--- config.mk ---
export PLATFORM = sky130hd
export DESIGN_NAME = gate_scan_core
export DESIGN_NICKNAME = d
export VERILOG_FILES = /design/src/rtl/gate_scan_pkg.sv /design/src/rtl/gate_scan_shifter.sv /design/src/rtl/gate_scan_ends.sv /design/src/rtl/gate_scan_override.sv /design/src/rtl/gate_scan_core.sv
export SDC_FILE = /design/constraint.sdc
export NUM_CORES = 1
export LEC_CHECK = 0
export ABC_AREA = 1
export BUFFER_PORTS_ARGS = -buffer_cell sky130_fd_sc_hd__buf_2
export CAP_MARGIN = 20
export CORE_ASPECT_RATIO = 0.7
export CORE_MARGIN = 2
export CORE_UTILIZATION = 45
export CTS_CLUSTER_DIAMETER = 150
export DETAILED_ROUTE_END_ITERATION = 8
export GPL_TIMING_DRIVEN = 0
export PLACE_DENSITY_LB_ADDON = 0.2
export SETUP_SLACK_MARGIN = 0.15
export SYNTH_ARGS = -nofsm -noshare
export SYNTH_HDL_FRONTEND = slang
export SYNTH_SLANG_ARGS = --single-unit
--- constraint.sdc ---
create_clock -name clk -period 1.4 [get_ports clk]
set_input_delay 0.28 -clock clk [delete_from_list [all_inputs] [get_ports clk]]
set_output_delay 0.28 -clock clk [all_outputs]
set_load 0.03 [all_outputs]
--- src/rtl/gate_scan_pkg.sv ---
// Package: shared types and helpers for the row-scan shift register.
// Assumes: polarity selects are 1 for active-high, 0 for active-low.
package gate_scan_pkg;

    typedef enum logic {
        SCAN_REV = 1'b0,
        SCAN_FWD = 1'b1
    } scan_dir_e;

    // True when a pin sits at the level its polarity select calls active.
    function automatic logic lvl_active(input logic pin, input logic pol);
        return (pin == pol);
    endfunction

    // Pin level that expresses a logical pulse under a given polarity.
    function automatic logic lvl_drive(input logic pulse, input logic pol);
        return pol ? pulse : ~pulse;
    endfunction

endpackage

--- src/rtl/gate_scan_shifter.sv ---
// Module: gate_scan_shifter
// The bidirectional pulse register. Each stage loads from its lower
// neighbour when shifting forward and from its upper neighbour when
// shifting in reverse. The start bit enters at stage 0 or at stage N-1.
// Assumes: start_hit is already decoded to active-high.
module gate_scan_shifter
    import gate_scan_pkg::*;
#(
    parameter int N_OUT = 240
) (
    input  logic             clk,
    input  logic             rst_n,
    input  scan_dir_e        dir,
    input  logic             start_hit,
    output logic [N_OUT-1:0] stage
);

    localparam int LAST = N_OUT - 1;

    logic [N_OUT-1:0] stage_nxt;

    // Next-state of every stage, picked per position by direction.
    for (genvar i = 0; i < N_OUT; i++) begin : g_stage
        logic from_low;
        logic from_high;
        if (i == 0) begin : g_first
            assign from_low = start_hit;
        end else begin : g_mid_lo
            assign from_low = stage[i-1];
        end
        if (i == LAST) begin : g_last
            assign from_high = start_hit;
        end else begin : g_mid_hi
            assign from_high = stage[i+1];
        end
        always_comb begin
            // choose the neighbour that feeds this stage
            stage_nxt[i] = (dir == SCAN_FWD) ? from_low : from_high;
        end
    end

    // Register update on the rising edge; synchronous clear.
    always_ff @(posedge clk) begin
        if (!rst_n) stage <= '0;
        else        stage <= stage_nxt;
    end

endmodule

--- src/rtl/gate_scan_ends.sv ---
// Module: gate_scan_ends
// Handles both end pins. It decodes the start input on the listening pin
// and retimes the far-end stage onto the falling edge to form the cascade
// pulse, which it drives onto the pin facing away from the start.
// Assumes: the cascade pulse lasts from one falling edge to the next.
module gate_scan_ends
    import gate_scan_pkg::*;
(
    input  logic      clk,
    input  logic      rst_n,
    input  scan_dir_e dir,
    input  logic      start_pol,
    input  logic      tail_fwd,
    input  logic      tail_rev,
    input  logic      end_a_in,
    input  logic      end_b_in,
    output logic      start_hit,
    output logic      end_a_out,
    output logic      end_a_oe,
    output logic      end_b_out,
    output logic      end_b_oe
);

    logic casc_q;
    logic casc_lvl;

    // Decode the start level on the pin that listens in this direction.
    always_comb begin
        start_hit = (dir == SCAN_FWD) ? lvl_active(end_a_in, start_pol)
                                      : lvl_active(end_b_in, start_pol);
    end

    // Falling-edge copy of the stage that exits in this direction.
    always_ff @(negedge clk) begin
        if (!rst_n) casc_q <= 1'b0;
        else        casc_q <= (dir == SCAN_FWD) ? tail_fwd : tail_rev;
    end

    // Express the cascade pulse at the selected level and steer the enables.
    always_comb begin
        casc_lvl  = lvl_drive(casc_q, start_pol);
        end_a_out = casc_lvl;
        end_b_out = casc_lvl;
        end_a_oe  = (dir == SCAN_REV);
        end_b_oe  = (dir == SCAN_FWD);
    end

endmodule

--- src/rtl/gate_scan_override.sv ---
// Module: gate_scan_override
// Purely combinational output stage. The force-low and force-high
// enables act with no clock, and force-low wins. The register is
// never touched from here.
// Assumes: each enable is compared against its own polarity select.
module gate_scan_override
    import gate_scan_pkg::*;
#(
    parameter int N_OUT = 240
) (
    input  logic [N_OUT-1:0] stage,
    input  logic             blank_en,
    input  logic             blank_pol,
    input  logic             flood_en,
    input  logic             flood_pol,
    output logic [N_OUT-1:0] scan_o
);

    logic blank_act;
    logic flood_act;

    // Resolve the enable levels once for all outputs.
    always_comb begin
        blank_act = lvl_active(blank_en, blank_pol);
        flood_act = lvl_active(flood_en, flood_pol);
    end

    for (genvar i = 0; i < N_OUT; i++) begin : g_out
        // per-output forcing with force-low priority
        always_comb begin
            if (blank_act)      scan_o[i] = 1'b0;
            else if (flood_act) scan_o[i] = 1'b1;
            else                scan_o[i] = stage[i];
        end
    end

endmodule

--- src/rtl/gate_scan_core.sv ---
// Module: gate_scan_core (top)
// Row-scan shift register with direction-switchable end pins, a start
// pulse of selectable polarity and two clock-free output overrides.
// Assumes: a single clock; reset is synchronous and active low.
module gate_scan_core
    import gate_scan_pkg::*;
#(
    parameter int N_OUT = 240
) (
    input  logic             clk,
    input  logic             rst_n,
    input  logic             dir_fwd,
    input  logic             start_pol,
    input  logic             blank_en,
    input  logic             blank_pol,
    input  logic             flood_en,
    input  logic             flood_pol,
    input  logic             end_a_in,
    output logic             end_a_out,
    output logic             end_a_oe,
    input  logic             end_b_in,
    output logic             end_b_out,
    output logic             end_b_oe,
    output logic [N_OUT-1:0] scan_o
);

    localparam int LAST = N_OUT - 1;

    scan_dir_e        dir;
    logic             start_hit;
    logic [N_OUT-1:0] stage;

    // Map the raw direction pin onto the shared enum.
    always_comb begin
        dir = dir_fwd ? SCAN_FWD : SCAN_REV;
    end

    gate_scan_ends u_ends (
        .clk       (clk),
        .rst_n     (rst_n),
        .dir       (dir),
        .start_pol (start_pol),
        .tail_fwd  (stage[LAST]),
        .tail_rev  (stage[0]),
        .end_a_in  (end_a_in),
        .end_b_in  (end_b_in),
        .start_hit (start_hit),
        .end_a_out (end_a_out),
        .end_a_oe  (end_a_oe),
        .end_b_out (end_b_out),
        .end_b_oe  (end_b_oe)
    );

    gate_scan_shifter #(.N_OUT(N_OUT)) u_shift (
        .clk       (clk),
        .rst_n     (rst_n),
        .dir       (dir),
        .start_hit (start_hit),
        .stage     (stage)
    );

    gate_scan_override #(.N_OUT(N_OUT)) u_force (
        .stage     (stage),
        .blank_en  (blank_en),
        .blank_pol (blank_pol),
        .flood_en  (flood_en),
        .flood_pol (flood_pol),
        .scan_o    (scan_o)
    );

endmodule

## Word level (Yosys, flattened, before mapping)

Index checks and enable logic that the tools add are counted.

- Logic and storage cells: 732
- Bits in registers: 241
- Output and inout bits: 244

- Muxes and demuxes: 724
- Equality and inequality tests: 4
- Bitwise logic cells: 2

Operators by type and width:

| operator | number |
|---|---|
| 1-bit 2-to-1 mux | 724 |
| 1-bit == test | 4 |
| 1-bit inverter | 2 |

## Depth between registers and ports, before layout

- Word-level depth: 3
- Mapped depth: 8

## Modules after synthesis

Synthesis repeated with hierarchy kept, for this count alone.

- Cells, all modules: 2585
- Area total of the unflattened synthesis: 14178.6 um^2

By module, submodules not included:

| module | cells an instance | seq. area each (um^2) | area an instance (um^2) | instances |
|---|---|---|---|---|
| gate_scan_shifter | 1520 | 4804.6 | 9703.1 | 1 |
| gate_scan_override | 1046 | 0.0 | 4371.7 | 1 |
| gate_scan_ends | 19 | 20.0 | 103.8 | 1 |

==> results.sh <==
export IMPL_status="finished, violations left"
export IMPL_violations="setup timing"
export IMPL_ctsLongestPathBuffers=3
export IMPL_grt_pass1_wl_um=60000
export IMPL_critPathTopFamily="flip-flops"
export IMPL_wl_um=44630
export IMPL_grt_total_usage_pct=29.02
export IMPL_globalplace_congestion=0.8354
export IMPL_critPathArrivalTime_ns=1.99
export IMPL_reg2reg_depth=2
export IMPL_end_kind="output port"
export IMPL_syn_area_per_cell_sq_um=6.783
export IMPL_crit_buf_inv=2
export IMPL_crit_fanout=2
export IMPL_ys_types=18
export IMPL_wl_per_cell_um=19.52
export IMPL_synth_seq_area_share_pct=44.59
export IMPL_yosysWarnings=0
export IMPL_die_y_um=133.7
export IMPL_cpPeakStageDelay_ns=0.33
export IMPL_r2r_slack_ns=0.10
export IMPL_rows=47
export IMPL_final_core_util_pct=83.83
export IMPL_synth_mux_area_share_pct=0
export IMPL_grt_setup_unrepaired="yes"
export IMPL_dieArea_sq_um=25320
export IMPL_htreeDepth=1
export IMPL_n_antenna_cell=0
export IMPL_path_depth=3
export IMPL_tritoncts="yes"
export IMPL_coreArea_sq_um=23640
export IMPL_power_leakage_nw=8.934
export IMPL_crit_top_cell="buf_6"
export IMPL_viasPerCell=5.513
export IMPL_cts_hold_buf=0
export IMPL_syn2layout_area_growth_pct=83.16
export IMPL_max_cap_violations=0
export IMPL_layout_nets=1965
export IMPL_max_slew_margin_pct=65.81
export IMPL_drt_initial_drc_count=1165
export IMPL_worst_pin_slew_ns=0.5128
export IMPL_grt_ovfl_total=0
export IMPL_worst_skew_pair_late_latency_ns=0.56
export IMPL_rr_endpoint="u_ends.casc_q"
export IMPL_synth_nets=1605
export IMPL_clk_pin_slew_worst_paths_ns=0.06
export IMPL_synthAdderAreaFrac_pct=0
export IMPL_cts_sinks=241
export IMPL_cts_root_buf="clkbuf_16"
export IMPL_drive_gt1_share_pct=47.56
export IMPL_setup_slack_ns=-0.8729
export IMPL_placed_cell_area_sq_um=13640
export IMPL_finalSetupViolations=242
export IMPL_yosys_area_share_simple_pct=16.98
export IMPL_cts_buffers=24
export IMPL_synth_xor_area_share_pct=0.3816
export IMPL_vias=12602
export IMPL_antenna_found_initial=0
export IMPL_hpwl_um=21020
export IMPL_die_w_um=189.3
export IMPL_crit_type="flop to output port"
export IMPL_regToRegStartpoint="u_shift.stage[239]"
export IMPL_ant_nets=0
export IMPL_firstDrtPassIters=8
export IMPL_fin_skew_ns=0.04930
export IMPL_hold_worst_slack_ns=0.1359
export IMPL_power_density_nw_per_um2=1233
export IMPL_peakVddDrop_mv=0.8668
export IMPL_yosys_register_bits=241
export IMPL_first_global_vias=11376
export IMPL_finalMaxSlewViolations=0
export IMPL_ios=254
export IMPL_hp_class="primary input to flop"
export IMPL_syn_inst=1595
export IMPL_start_util_pct=45.77
export IMPL_worst_ep_required_time_ns=1.12
export IMPL_place_ws_ns=-0.3935
export IMPL_fin_area_sq_um=19820
export IMPL_portBuffers=251
export IMPL_route_detailed_drc=0
export IMPL_cp_cell_sequence="xnor2_4, buf_6, buf_6"
export IMPL_start_kind="flop"
export IMPL_synth_compound_area_share_pct=22.25
export IMPL_crit_end="end_b_out"
export IMPL_grt_max_degree=15
export IMPL_crit_path_top_delay_cell="dfxtp_2"
export IMPL_synth_top_family_by_area="compound AO/OA/AOI/OAI gates"
export IMPL_worstSetupStartpoint="u_ends.casc_q"
export IMPL_syn_area_sq_um=10820
export IMPL_finalHoldViolCount=0
## tightest hold or removal path: cells and delay by family
kind | cells | cell delay, ns
buffers and inverters | 1 | 0.17
AOI/OAI and AO/OA | 1 | 0.11
and+or+nand+nor | 1 | 0.04
## cell usage after synthesis (all sizes together)
cell type  count  share of area (%)
xor2           1               0.15
o21ai        479                 22
buf           61                4.5
dfxtp        241                 45
clkbuf        72                2.6
inv          248                8.6
a21oi          2              0.093
nand2          6               0.21
nor2         478                 17
xnor2          2               0.23
clkinv         1              0.046
nand3          4               0.19
## sequential cells by signal (all words and copies together) (netlist names)
| name | cells |
|---|---|
| u_shift.stage | 240 |
| u_ends.casc_q | 1 |
## power by group
part           total, mW  switching, mW  internal [mW]
Combinational       9.82           5.35           4.46
Sequential          7.91          0.618           7.29
Clock               6.70           2.79           3.91
## cell type report
type | instances | area (sq um)
tap | 318 | 397.9
clock buffer | 34 | 719.4
multi-input combinational | 972 | 6774
buffer | 133 | 1466
timing repair buffer | 334 | 4611
clock inverter | 6 | 77.57
sequential | 241 | 4827
fill | 1199 | 3824
inverter | 248 | 943.4
## kinds of logic (layout without fill, tap and decap cells)
| group | after synthesis | in the layout |
|---|---|---|
| buffers and inverters | 382 | 755 |
| xor gates and xnor gates | 3 | 3 |
| DFF | 241 | 241 |
| and+or+nand+nor | 488 | 488 |
| AOI/OAI and AO/OA | 481 | 481 |
## through the flow
step / cells / power [mW] / setup TNS (ns)
floorplan: 1595 / 12.28 / -0.7163
global placement: 2164 / 13.62 / -82.33
detailed placement: 2164 / 13.69 / -83.17
CTS: 2274 / 23.06 / -73.24
global route: 2286 / 25.12 / -90.79
finish: 2286 / 24.43 / -84.66
## cells in the final DEF, fill, tap and decap left out, types with 4 or more instances in the layout
cell type	n
nand2_1	6
inv_2	240
clkbuf_1	54
nand3_1	4
o21ai_2	34
buf_8	8
nor2_1	478
buf_2	29
clkbuf_8	15
clkbuf_16	49
inv_1	8
buf_6	252
buf_12	56
o21ai_0	238
o21ai_4	206
dfxtp_1	239
buf_16	33
## repair_timing
action | 4_1_cts | 5_1_grt
setup buffers | 29 | 5
resized for setup | 690 | 172
setup endpoints to repair | 243 | 243
pin swaps | 16 | 11
cloned | 42 | 7
## per-layer routing
metal  up-vias  part of all wire [%]  GRT usage, %
met2       669                    49         48.07
met4         0                   3.1         5.986
met5         -                     0             0
li1       5708                     -             -
met3       129                   7.8         3.820
met1      6096                    40         40.66
## how the worst min path moves through the flow
stage / from / endpoint / depth (start not counted)
global placement: u_shift.stage[1] / u_shift.stage[2] / 2
finish: rst_n / u_shift.stage[33] / 3
global route: rst_n / u_shift.stage[34] / 3
CTS: rst_n / u_shift.stage[20] / 3
floorplan: u_shift.stage[1] / u_shift.stage[2] / 2
detailed placement: u_shift.stage[1] / u_shift.stage[2] / 2
Note: power is estimated with default switching activity, not from simulation.
